===== src/rtl/mbus_pkg.sv =====
package mbus_pkg;

  // cycle type, value equals the status code on the pins
  typedef enum logic [1:0] {
    K_HALT  = 2'b00,
    K_WRITE = 2'b01,
    K_READ  = 2'b10,
    K_FETCH = 2'b11
  } kind_e;

  typedef enum logic [2:0] {
    P_IDLE,
    P_ADDR,
    P_DATA,
    P_WAIT,
    P_LAST,
    P_HALT,
    P_FLOAT
  } phase_e;

  function automatic logic kind_reads(kind_e k);
    return (k == K_READ) || (k == K_FETCH);
  endfunction

  function automatic logic kind_writes(kind_e k);
    return k == K_WRITE;
  endfunction

  function automatic logic phase_strobe(phase_e p);
    return (p == P_DATA) || (p == P_WAIT) || (p == P_LAST);
  endfunction

  function automatic logic phase_owns_bus(phase_e p);
    return (p != P_HALT) && (p != P_FLOAT);
  endfunction

  function automatic logic phase_accepts(phase_e p);
    return (p == P_IDLE) || (p == P_HALT);
  endfunction

endpackage


===== src/rtl/mbus_fsm.sv =====
module mbus_fsm
  import mbus_pkg::*;
#(
  parameter int ADDR_W = 16,
  parameter int DATA_W = 8
) (
  input  logic              clk,
  input  logic              rst_n,
  input  logic              req_valid,
  input  kind_e             req_kind,
  input  logic [ADDR_W-1:0] req_addr,
  input  logic              req_io,
  input  logic [DATA_W-1:0] req_wdata,
  input  logic              float_req,
  input  logic              bus_ready,
  output logic              req_ready,
  output logic              accept_evt,
  output logic              float_evt,
  output phase_e            phase,
  output kind_e             cur_kind,
  output logic [ADDR_W-1:0] cur_addr,
  output logic              cur_io,
  output logic [DATA_W-1:0] cur_wdata
);

  phase_e phase_nx;

  assign req_ready  = phase_accepts(phase) && !float_req;
  assign accept_evt = req_valid && req_ready;
  assign float_evt  = phase_accepts(phase) && float_req;

  always_comb begin
    phase_nx = phase;
    unique case (phase)
      P_IDLE, P_HALT: begin
        if (float_req)       phase_nx = P_FLOAT;
        else if (req_valid)  phase_nx = (req_kind == K_HALT) ? P_HALT : P_ADDR;
      end
      P_ADDR:         phase_nx = P_DATA;
      P_DATA, P_WAIT: phase_nx = bus_ready ? P_LAST : P_WAIT;
      P_LAST:         phase_nx = P_IDLE;
      P_FLOAT:        phase_nx = float_req ? P_FLOAT : P_IDLE;
      default:        phase_nx = P_IDLE;
    endcase
  end

  always_ff @(posedge clk) begin
    if (!rst_n) begin
      phase     <= P_IDLE;
      cur_kind  <= K_HALT;
      cur_addr  <= '0;
      cur_io    <= 1'b0;
      cur_wdata <= '0;
    end else begin
      phase <= phase_nx;
      if (accept_evt) begin
        cur_kind  <= req_kind;
        cur_addr  <= req_addr;
        cur_io    <= req_io;
        cur_wdata <= req_wdata;
      end
    end
  end


  wait_insert_chk: assert property (@(posedge clk) disable iff (!rst_n)
    ((phase == P_DATA) || (phase == P_WAIT)) && !bus_ready |=> (phase == P_WAIT));


  float_hold_chk: assert property (@(posedge clk) disable iff (!rst_n)
    (phase == P_FLOAT) && float_req |-> !req_ready);

endmodule


===== src/rtl/mbus_pins.sv =====
module mbus_pins
  import mbus_pkg::*;
#(
  parameter int ADDR_W = 16,
  parameter int DATA_W = 8,
  localparam int HI_W  = ADDR_W - DATA_W
) (
  input  logic              clk,
  input  logic              rst_n,
  input  phase_e            phase,
  input  kind_e             cur_kind,
  input  logic [ADDR_W-1:0] cur_addr,
  input  logic              cur_io,
  input  logic [DATA_W-1:0] cur_wdata,
  output logic [HI_W-1:0]   addr_hi,
  output logic [DATA_W-1:0] ad_out,
  output logic              ad_oe,
  output logic              bus_oe,
  output logic              ale,
  output logic              rd_n,
  output logic              wr_n,
  output logic              io_m,
  output logic [1:0]        stat
);

  logic addr_slot;
  logic strobe_slot;

  assign addr_slot   = (phase == P_ADDR);
  assign strobe_slot = phase_strobe(phase);

  assign ale     = addr_slot;
  assign bus_oe  = phase_owns_bus(phase);
  assign ad_oe   = addr_slot || (strobe_slot && kind_writes(cur_kind));
  assign ad_out  = addr_slot ? cur_addr[DATA_W-1:0] : cur_wdata;
  assign addr_hi = cur_addr[ADDR_W-1:DATA_W];
  assign rd_n    = !(strobe_slot && kind_reads(cur_kind));
  assign wr_n    = !(strobe_slot && kind_writes(cur_kind));
  assign io_m    = cur_io;
  assign stat    = cur_kind;


  ale_single_chk: assert property (@(posedge clk) disable iff (!rst_n)
    ale |=> !ale);


  strobe_excl_chk: assert property (@(posedge clk) disable iff (!rst_n)
    !(!rd_n && !wr_n));


  rd_release_chk: assert property (@(posedge clk) disable iff (!rst_n)
    !rd_n |-> !ad_oe);


  wr_drive_chk: assert property (@(posedge clk) disable iff (!rst_n)
    !wr_n |-> ad_oe && bus_oe);


  stat_steady_chk: assert property (@(posedge clk) disable iff (!rst_n)
    (!rd_n || !wr_n) |-> $stable(stat) && $stable(io_m) && $stable(addr_hi));

endmodule


===== src/rtl/mbus_rdcap.sv =====
module mbus_rdcap
  import mbus_pkg::*;
#(
  parameter int DATA_W = 8
) (
  input  logic              clk,
  input  logic              rst_n,
  input  phase_e            phase,
  input  logic [DATA_W-1:0] ad_in,
  output logic [DATA_W-1:0] rdata,
  output logic              done
);

  logic end_evt;
  assign end_evt = (phase == P_LAST);

  always_ff @(posedge clk) begin
    if (!rst_n) begin
      rdata <= '0;
      done  <= 1'b0;
    end else begin
      done <= end_evt;
      if (end_evt) rdata <= ad_in;
    end
  end


  done_pulse_chk: assert property (@(posedge clk) disable iff (!rst_n)
    done |=> !done);

endmodule


===== src/rtl/mbus_seq.sv =====
module mbus_seq
  import mbus_pkg::*;
#(
  parameter int ADDR_W = 16,
  parameter int DATA_W = 8,
  localparam int HI_W  = ADDR_W - DATA_W
) (
  input  logic              clk,
  input  logic              rst_n,
  input  logic              req_valid,
  input  logic [1:0]        req_kind,
  input  logic [ADDR_W-1:0] req_addr,
  input  logic              req_io,
  input  logic [DATA_W-1:0] req_wdata,
  output logic              req_ready,
  input  logic              float_req,
  input  logic              bus_ready,
  input  logic [DATA_W-1:0] ad_in,
  output logic [HI_W-1:0]   addr_hi,
  output logic [DATA_W-1:0] ad_out,
  output logic              ad_oe,
  output logic              bus_oe,
  output logic              ale,
  output logic              rd_n,
  output logic              wr_n,
  output logic              io_m,
  output logic [1:0]        stat,
  output logic [DATA_W-1:0] rdata,
  output logic              done
);

  phase_e              phase_w;
  kind_e               kind_w;
  logic [ADDR_W-1:0]   addr_w;
  logic                io_w;
  logic [DATA_W-1:0]   wdata_w;
  logic                accept_evt;
  logic                float_evt;

  mbus_fsm #(.ADDR_W(ADDR_W), .DATA_W(DATA_W)) u_fsm (
    .clk        (clk),
    .rst_n      (rst_n),
    .req_valid  (req_valid),
    .req_kind   (kind_e'(req_kind)),
    .req_addr   (req_addr),
    .req_io     (req_io),
    .req_wdata  (req_wdata),
    .float_req  (float_req),
    .bus_ready  (bus_ready),
    .req_ready  (req_ready),
    .accept_evt (accept_evt),
    .float_evt  (float_evt),
    .phase      (phase_w),
    .cur_kind   (kind_w),
    .cur_addr   (addr_w),
    .cur_io     (io_w),
    .cur_wdata  (wdata_w)
  );

  mbus_pins #(.ADDR_W(ADDR_W), .DATA_W(DATA_W)) u_pins (
    .clk       (clk),
    .rst_n     (rst_n),
    .phase     (phase_w),
    .cur_kind  (kind_w),
    .cur_addr  (addr_w),
    .cur_io    (io_w),
    .cur_wdata (wdata_w),
    .addr_hi   (addr_hi),
    .ad_out    (ad_out),
    .ad_oe     (ad_oe),
    .bus_oe    (bus_oe),
    .ale       (ale),
    .rd_n      (rd_n),
    .wr_n      (wr_n),
    .io_m      (io_m),
    .stat      (stat)
  );

  mbus_rdcap #(.DATA_W(DATA_W)) u_rdcap (
    .clk   (clk),
    .rst_n (rst_n),
    .phase (phase_w),
    .ad_in (ad_in),
    .rdata (rdata),
    .done  (done)
  );


  accept_addr_chk: assert property (@(posedge clk) disable iff (!rst_n)
    accept_evt && (req_kind != 2'b00) |=> ale && (ad_out == $past(req_addr[DATA_W-1:0])));


  halt_park_chk: assert property (@(posedge clk) disable iff (!rst_n)
    accept_evt && (req_kind == 2'b00) |=> !bus_oe && !ad_oe && !ale && (stat == 2'b00));


  float_release_chk: assert property (@(posedge clk) disable iff (!rst_n)
    float_evt |=> !bus_oe && !ad_oe && !ale);

endmodule


===== config.mk =====
export PLATFORM = sky130hd
export DESIGN_NAME = mbus_seq
export DESIGN_NICKNAME = d
export VERILOG_FILES = /design/src/rtl/mbus_pkg.sv /design/src/rtl/mbus_fsm.sv /design/src/rtl/mbus_pins.sv /design/src/rtl/mbus_rdcap.sv /design/src/rtl/mbus_seq.sv
export SDC_FILE = /design/constraint.sdc
export NUM_CORES = 1
export LEC_CHECK = 0
export BUFFER_PORTS_ARGS = -buffer_cell sky130_fd_sc_hd__buf_2
export CORE_ASPECT_RATIO = 1.1
export CORE_MARGIN = 2
export CORE_UTILIZATION = 45
export DETAILED_ROUTE_END_ITERATION = 8
export MAX_ROUTING_LAYER = met4
export PLACE_DENSITY = 0.84
export RECOVER_POWER = 50
export SETUP_SLACK_MARGIN = 0.02
export SYNTH_ARGS = -nofsm -noshare
export SYNTH_HDL_FRONTEND = slang
export SYNTH_HIERARCHICAL = 1
export SYNTH_SLANG_ARGS = --single-unit

===== constraint.sdc =====
create_clock -name clk -period 2.3 [get_ports clk]
set_input_delay 0.115 -clock clk [delete_from_list [all_inputs] [get_ports clk]]
set_output_delay 0.115 -clock clk [all_outputs]
set_load 0.02 [all_outputs]

==> results of run 1 <==
worst min path at each step:
stage	cells after the start	from	endpoint
2_1_floorplan	2	rst_n	u_fsm/phase[2]$_SDFFE_PN0P_
3_3_place_gp	3	ad_in[4]	u_rdcap/rdata[4]$_SDFFE_PN0N_
3_5_place_dp	3	req_wdata[7]	u_fsm/cur_wdata[7]$_SDFFE_PN0P_
4_1_cts	3	req_wdata[7]	u_fsm/cur_wdata[7]$_SDFFE_PN0P_
5_1_grt	3	req_addr[8]	u_fsm/cur_addr[8]$_SDFFE_PN0P_
6_report	3	req_wdata[7]	u_fsm/cur_wdata[7]$_SDFFE_PN0P_
sequential cells by signal (all words and copies together), names as in the netlist:
signal and count:
u_fsm/cur_addr 16, u_fsm/cur_wdata 8, u_fsm/cur_io 1, u_fsm/cur_kind 2, u_fsm/phase 3, u_rdcap/done 1
u_rdcap/rdata 8
cell type report:
cell class              count  area (µm²)
clock buffers               6        72.6
clock inverters             2        12.5
fillers                   419        1970
inverters                   2        12.5
multi-input cells         153         998
flip-flops and latches     39         781
well taps                  54        67.6
repair buffers             77         367
metrics by stage:
step / power, mW / cells / worst slack, ps / hold slack (ps) / util [%]
6_report: 1.68 / 333 / 290 / 65.4 / 53.9
2_1_floorplan: 1.18 / 221 / 566 / 255 / -
3_3_place_gp: 1.26 / 325 / 632 / 362 / 52.7
5_1_grt: 1.78 / 333 / 203 / 63.5 / 53.9
3_5_place_dp: 1.27 / 325 / 572 / 369 / 52.7
4_1_cts: 1.71 / 333 / 384 / 60.6 / 54.7
power breakdown:
group | leakage [nW] | switching [mW] | internal [mW]
clock network | 0.0412 | 0.229 | 0.212
registers | 0.318 | 0.0474 | 0.738
logic | 0.576 | 0.270 | 0.186
routing by layer:
metal  part of all wire, %  track usage (%)  wire [µm]  vias up
met2                    49             27.7       1980       43
met1                    44             19.7       1750      742
met4                   1.1             5.44         43        0
li1                      -                -          -      829
met5                     0                -          0        -
met3                   6.0             3.63        243        4
critical path: cells and delay by family, from the launching register on:
| kind | cells | cell delay [ps] |
|---|---|---|
| muxes | 1 | 320 |
| and+or+nand+nor | 1 | 320 |
| buffers and inverters | 3 | 620 |
| DFF | 1 | 350 |
==> reports/metrics.cfg, run 1 <==
[layout]
drive_gt1_share_pct=32.6
final_cell_mix=nand2_1, buf_2, dfxtp_1, clkbuf_1, a21boi_2
nets=318
antenna_cells=0
post-route-cell-area_um2=2310
area_growth_pct=15.4
final_common_cell=nand2_1

[synth]
synth_fp_nets=261
yosysWarnings=6
netlist_area_um2=2000
synth_cells=221
syn_avg_cell_area_um2=9.06

[worst_setup_path]
cp_slowest_stage_delay_ps=350
cp-startpoint=u_fsm/phase[0]$_SDFFE_PN0P_
cp-start-kind=flop
crit_chain=buf_4, nor3b_1, buf_4, mux2_4, buf_2
cpMostUsedCell=buf_4
r2r_slack_ps=590
arrival_ps=1900
r2r-start=u_fsm/phase[1]$_SDFFE_PN0P_
crit_type=reg2out
required_ps=2180
path_max_fanout=12
crit_slowest_cell=dfxtp_1
reg2reg_depth=4
timing.rr.end=u_fsm/cur_addr[2]$_SDFFE_PN0P_
endpoint=ad_out[3]
crit_path_end_kind=output port

[floorplanning]
dieHeight_um=74.0
ios=74
start_util_pct=46.7
coreArea_um2=4290
die_w_um=67.6
rows=25
die_area_um2=5000

[grt]
grt_usage_pct=16.6
grt_max_degree=49
grt_pass1_wl_um=6220
grt-ovfl-total=0
first_global_vias=1474
antenna_found_initial=0

[clock_network]
cts_buffer_depth=2
cts_inserted_buffers=5
cts.repair.resized=0
cts_setup_buffers=0
hold_buffers=0
clk_pin_slew_worst_paths_ps=80
cts_max_level=2
cts.sinks=39
cts_tree=done
cts-root-buf=clkbuf_8
clock_latency_ps=280

[timing]
slew_viol_final=0
rsz0062_at_grt=no
period_minus_slack_ps=2010
max_freq_mhz=497
hold_violations=0
slew_headroom_pct=44.3
period_share_pct=87.4
fin_setup_tns_ps=0
finalSetupViolCount=0
fin_skew_ps=7.05
worstMarginPinSlew_ps=833

[run]
drv_cap=0

[route]
drtIter0Drc=67
routedWlPerCell_um=12.1
ant_nets=0
vias=1618
wirelength_um=4020
viasPerCell=4.86
route.detailed.drc=0
dr.pass1.iters=4

[placement]
postPlaceCellArea_um2=2260
dp_hpwl_um=2890
gp_congestion=0.712
port_buffers=73

[pwr]
power.leakage_nw=0.935
peakVddDrop_mv=0.285
power.density_nw_per_um2=728

[min_path]
hp-class=in2reg

[run_status]
status=finished, final reports clean

Power figures use the tool's default switching activity.
==> inputs of run 2 (changes only) <==
--- a/config.mk
+++ b/config.mk
@@ -14,5 +14,7 @@
 export PLACE_DENSITY = 0.84
 export RECOVER_POWER = 50
+export REMOVE_ABC_BUFFERS = 1
 export SETUP_SLACK_MARGIN = 0.02
+export SLEW_MARGIN = 10
 export SYNTH_ARGS = -nofsm -noshare
 export SYNTH_HDL_FRONTEND = slang
==> constraint.sdc (replaced) <==
create_clock -name clk -period 2.3 [get_ports clk]
set_input_delay 0.115 -clock clk [delete_from_list [all_inputs] [get_ports clk]]
set_output_delay 0.115 -clock clk [all_outputs]
set_load 0.01 [all_outputs]
==> reports/metrics.cfg, run 2 (synthesized netlist as in run 1, its figures left out) <==
[timing]
period_share_pct=83.4  ; -4.0 points
period_minus_slack_ps=1920  ; -92.6 ps
max_freq_mhz=521  ; +4.8%
slew_viol_final=0  ; unchanged
worst_slack_ps=382  ; +92.6 ps
finalSetupViolCount=0  ; unchanged
slew_headroom_pct=46.1  ; +1.9 points
fin_setup_tns_ps=0  ; unchanged
fin_skew_ps=4.11  ; -2.94 ps
whs_ps=68.5  ; +3.16 ps
worstMarginPinSlew_ps=804  ; -28.2 ps
hold_violations=0  ; unchanged
rsz0062_at_grt=no

[run_status]
status=finished, final reports clean

[clock_network]
clock_latency_ps=280  ; about the same
clk_pin_slew_worst_paths_ps=80  ; about the same
hold_buffers=0  ; unchanged
cts_inserted_buffers=5  ; unchanged
cts.sinks=39  ; unchanged
cts_tree=done
cts-root-buf=clkbuf_8
cts.repair.resized=0  ; unchanged
cts_max_level=2  ; unchanged
cts_buffer_depth=2  ; unchanged
cts_setup_buffers=0  ; unchanged

[worst_setup_path]
required_ps=2180  ; about the same
crit_path_end_kind=output port
arrival_ps=1800  ; -100 ps
cp-startpoint=u_fsm/phase[2]$_SDFFE_PN0P_
cp-start-kind=flop
r2r_slack_ps=470  ; -120 ps
path_max_fanout=14  ; +2
timing.rr.end=u_rdcap/rdata[0]$_SDFFE_PN0N_
crit_type=reg2out
reg2reg_depth=3  ; -1
endpoint=ad_out[3]
r2r-start=u_fsm/phase[2]$_SDFFE_PN0P_

[placement]
gp_congestion=0.798  ; +12%
postPlaceCellArea_um2=2260  ; unchanged
dpl_worst_slack_ps=484  ; -88.2 ps
numPlacedInstances=325  ; unchanged
port_buffers=73  ; unchanged
dp_hpwl_um=2730  ; -5.5%

[pwr]
peakVddDrop_mv=0.455  ; +60%
power_mw=1.78  ; +5.7%
power.density_nw_per_um2=759  ; +4.2%
power.leakage_nw=0.953  ; +2.0%

[layout]
top_regs=u_fsm/cur_addr: 16 flops, u_fsm/cur_wdata: 8 flops, u_rdcap/rdata: 8 flops
nets=318  ; unchanged
post-route-cell-area_um2=2340  ; +1.4%
drive_gt1_share_pct=32.6  ; unchanged
final_common_cell=nand2_1
post-route-util_pct=54.7  ; +0.76 points
antenna_cells=0  ; unchanged
largest-register=u_fsm/cur_addr
largest_reg_flops=16  ; unchanged
final_cell_mix=nand2_1, buf_2, dfxtp_1, clkbuf_1, a21boi_2
n_fill_cell=427  ; +1.9%
seq_area_um2=781  ; unchanged
area_growth_pct=17.0
final_cells=333  ; unchanged
multiInputGateArea_um2=1000  ; +0.50%

[route]
route.detailed.drc=0  ; unchanged
viasPerCell=4.88  ; +0.43%
routedWlPerCell_um=11.8  ; -2.7%
drtIter0Drc=68  ; +1.5%
wirelength_um=3920  ; -2.7%
dr.pass1.iters=4  ; unchanged
vias=1625  ; +0.43%
ant_nets=0  ; unchanged

[floorplanning]
die_w_um=67.6  ; unchanged
die_area_um2=5000  ; unchanged
rows=25  ; unchanged
dieHeight_um=74.0  ; unchanged
start_util_pct=46.7  ; unchanged
coreArea_um2=4290  ; unchanged
ios=74  ; unchanged

[grt]
grt_max_degree=49  ; unchanged
first_global_vias=1471  ; -0.20%
grt_pass1_wl_um=6220  ; -0.11%
grt-ovfl-total=0  ; unchanged
grt_usage_pct=16.8  ; +0.25 points
antenna_found_initial=0  ; unchanged

[run]
drv_cap=0  ; unchanged

[min_path]
hp-class=in2reg

-- run 2: final cells by class --
cell class	instances	share of cell area [%]
Inverter	2	0.534
Sequential cell	39	33.3
Clock inverter	2	1.49
Tap cell	54	2.88
Timing Repair Buffer	77	15.4
Clock buffer	6	3.52
Multi-Input combinational cell	153	42.8
-- run 2: critical path, stage by stage, from the launching register on --
cell and delay, ps:
dfxtp_1 350, clkbuf_1 400, nor3b_2 100, buf_4 210, mux2_4 310, buf_2 140
-- run 2: worst min-delay path by stage --
stage | from | to | slack [ps] | cells past startpoint
global route | req_wdata[1] | u_fsm/cur_wdata[1]$_SDFFE_PN0P_ | 60 | 3
global placement | ad_in[3] | u_rdcap/rdata[3]$_SDFFE_PN0N_ | 360 | 3
detailed placement | req_addr[11] | u_fsm/cur_addr[11]$_SDFFE_PN0P_ | 370 | 3
finish | req_wdata[4] | u_fsm/cur_wdata[4]$_SDFFE_PN0P_ | 70 | 3
CTS | req_wdata[4] | u_fsm/cur_wdata[4]$_SDFFE_PN0P_ | 50 | 3
floorplan | rst_n | u_fsm/phase[0]$_SDFFE_PN0P_ | 230 | 1
-- run 2: power breakdown --
part / switching, mW / total (mW) / internal, mW
sequential: 0.0334 / 0.772 / 0.738
clock: 0.230 / 0.581 / 0.351
combinational: 0.241 / 0.426 / 0.185
-- run 2: layer usage --
layer / GRT usage [%] / wire, µm
met2: 27.0 / 1910
met5: - / 0
met3: 5.60 / 236
met4: 5.67 / 56
met1: 19.6 / 1720
==> inputs of run 3 (changes only) <==
Settings changed: CORE_UTILIZATION 45 to 44, PLACE_DENSITY 0.84 to 0.85.
Clock period 2.3 ns to 1.65 ns, I/O delays scaled along.
==> reports/metrics.cfg, run 3 (synthesized netlist as in run 1, its figures left out) <==
[worst_setup_path]
required_ps=1570  ; -610 ps
r2r_slack_ps=60  ; -410 ps
arrival_ps=1600  ; -200 ps
cp-start-kind=flop
crit_path_end_kind=output port
path_max_fanout=5  ; -9
crit_type=reg2out
r2r-start=u_fsm/phase[2]$_SDFFE_PN0P_
reg2reg_depth=5  ; +2
timing.rr.end=u_fsm/cur_addr[6]$_SDFFE_PN0P_

[route]
wirelength_um=4280  ; +9.2%
routedWlPerCell_um=12.5  ; +6.0%
dr.pass1.iters=4  ; unchanged
ant_nets=0  ; unchanged
drtIter0Drc=106  ; +56%
vias=1671  ; +2.8%
route.detailed.drc=0  ; unchanged
viasPerCell=4.87  ; -0.17%

[clock_network]
hold_buffers=0  ; unchanged
cts-root-buf=clkbuf_8
cts_max_level=2  ; unchanged
clock_latency_ps=290  ; about the same
cts.sinks=39  ; unchanged
cts_tree=done
cts_buffer_depth=2  ; unchanged
clk_pin_slew_worst_paths_ps=80  ; about the same
cts_inserted_buffers=5  ; unchanged

[pwr]
power.leakage_nw=1.03  ; +8.3%
power_mw=2.59  ; +46%
power.density_nw_per_um2=1020  ; +35%
peakVddDrop_mv=0.612  ; +35%

[timing]
period_share_pct=102
slew_viol_final=0  ; unchanged
worst_slack_ps=-29.2  ; -411 ps
slew_headroom_pct=72.3  ; +26 points
rsz0062_at_grt=yes
finalSetupViolCount=5  ; +5
worstMarginPinSlew_ps=415  ; -389 ps
hold_violations=0  ; unchanged
period_minus_slack_ps=1680
max_freq_mhz=596
whs_ps=30.5  ; -38.0 ps
fin_skew_ps=11.6  ; +7.45 ps

[run]
drv_cap=0  ; unchanged

[placement]
port_buffers=73  ; unchanged
gp_congestion=0.799  ; about the same
dp_hpwl_um=2830  ; +3.6%

[floorplanning]
die_w_um=68.3  ; +1.1%
rows=25  ; unchanged
dieHeight_um=74.8  ; +1.1%
start_util_pct=46.1  ; -0.67 points
coreArea_um2=4350  ; +1.5%
ios=74  ; unchanged
die_area_um2=5110  ; +2.1%

[grt]
grt_usage_pct=17.7  ; +0.84 points
grt_pass1_wl_um=6640  ; +6.8%
first_global_vias=1551  ; +5.4%
grt_max_degree=28  ; -43%
antenna_found_initial=0  ; unchanged
grt-ovfl-total=0  ; unchanged

[run_status]
status=finished with violations
violations=setup timing

[layout]
nets=328  ; +3.1%
final_cell_mix=nand2_1, buf_2, dfxtp_1, clkbuf_1, a21boi_2
largest-register=u_fsm/cur_addr
n_fill_cell=407  ; -4.7%
final_common_cell=nand2_1
drive_gt1_share_pct=37.4  ; +4.8 points
area_growth_pct=26.4
top_regs=u_fsm/cur_addr: 16 flops, u_fsm/cur_wdata: 8 flops, u_rdcap/rdata: 8 flops
largest_reg_flops=16  ; unchanged
antenna_cells=0  ; unchanged

[min_path]
worstHoldStart=req_addr[1]
min_path_cells=3  ; unchanged
worstHoldEndpoint=u_fsm/cur_addr[1]$_SDFFE_PN0P_
hp-class=in2reg

## run 3: cell count changes in the layout (fill, tap and decap cells not counted), moves of 2 or more
cell      change
buf_6        +13
buf_2         -5
clkbuf_1      -4
dfxtp_1       -3
a21boi_0      -2
a21boi_1      +2
buf_8         +2
clkbuf_2      +2
dfxtp_2       +2
## run 3: layout make-up
class / instances / area (µm²) / area share [%]
clock buffers: 5 / 68.8 / 2.72
well taps: 54 / 67.6 / 2.67
repair buffers: 87 / 536 / 21.1
inverters: 2 / 20.0 / 0.791
multi-input cells: 153 / 1010 / 39.9
clock inverters: 3 / 43.8 / 1.73
flip-flops and latches: 39 / 787 / 31.1
## run 3: how the worst max path moves through the flow
stage / from / endpoint
2_1_floorplan: u_fsm/phase[2]$_SDFFE_PN0P_ / u_fsm/cur_addr[0]$_SDFFE_PN0P_
3_3_place_gp: u_fsm/phase[2]$_SDFFE_PN0P_ / u_fsm/cur_addr[6]$_SDFFE_PN0P_
3_5_place_dp: u_fsm/phase[2]$_SDFFE_PN0P_ / u_fsm/cur_addr[2]$_SDFFE_PN0P_
4_1_cts: u_fsm/phase[1]$_SDFFE_PN0P_ / ad_out[1]
5_1_grt: u_fsm/phase[2]$_SDFFE_PN0P_ / ad_out[0]
6_report: u_fsm/phase[2]$_SDFFE_PN0P_ / ad_out[0]
## run 3: worst max-delay path, cell delays in order (launching register included)
cell and delay, ps:
dfxtp_2 340, buf_8 120, nor3b_4 250, buf_6 180
mux2_4 310, buf_6 120
## run 3: what timing repair did
| action | in CTS | in global routing |
|---|---|---|
| endpoints found under the setup margin | 8 | 38 |
| cloned | 1 | 0 |
| setup buffers | 5 | 0 |
| gates resized for setup | 20 | 8 |
| pin swaps | 1 | 1 |
## run 3: layer usage
layer | global-route usage [%] | vias to the layer above | wire (µm)
met4 | 6.00 | 0 | 81
li1 | - | 855 | -
met2 | 30.6 | 58 | 2240
met3 | 4.04 | 11 | 218
met1 | 19.8 | 747 | 1730
met5 | - | - | 0
## run 3: per-stage QoR
step / setup WS [ps] / utilization [%] / instances / setup TNS [ps] / cell area (µm²)
after floorplan: -121 / - / 194 / -3840 / 1800
after global placement: 112 / 52.9 / 329 / 0 / 2300
after global routing: -84.2 / 58.2 / 343 / -573 / 2530
after detailed placement: 52.7 / 52.9 / 329 / 0 / 2300
after CTS: -46.7 / 58.6 / 343 / -258 / 2550
final: -29.2 / 58.2 / 343 / -112 / 2530
## run 3: power by group
part	internal, mW	switching (mW)
combinational	0.354	0.372
sequential	1.03	0.0486
clock	0.450	0.336
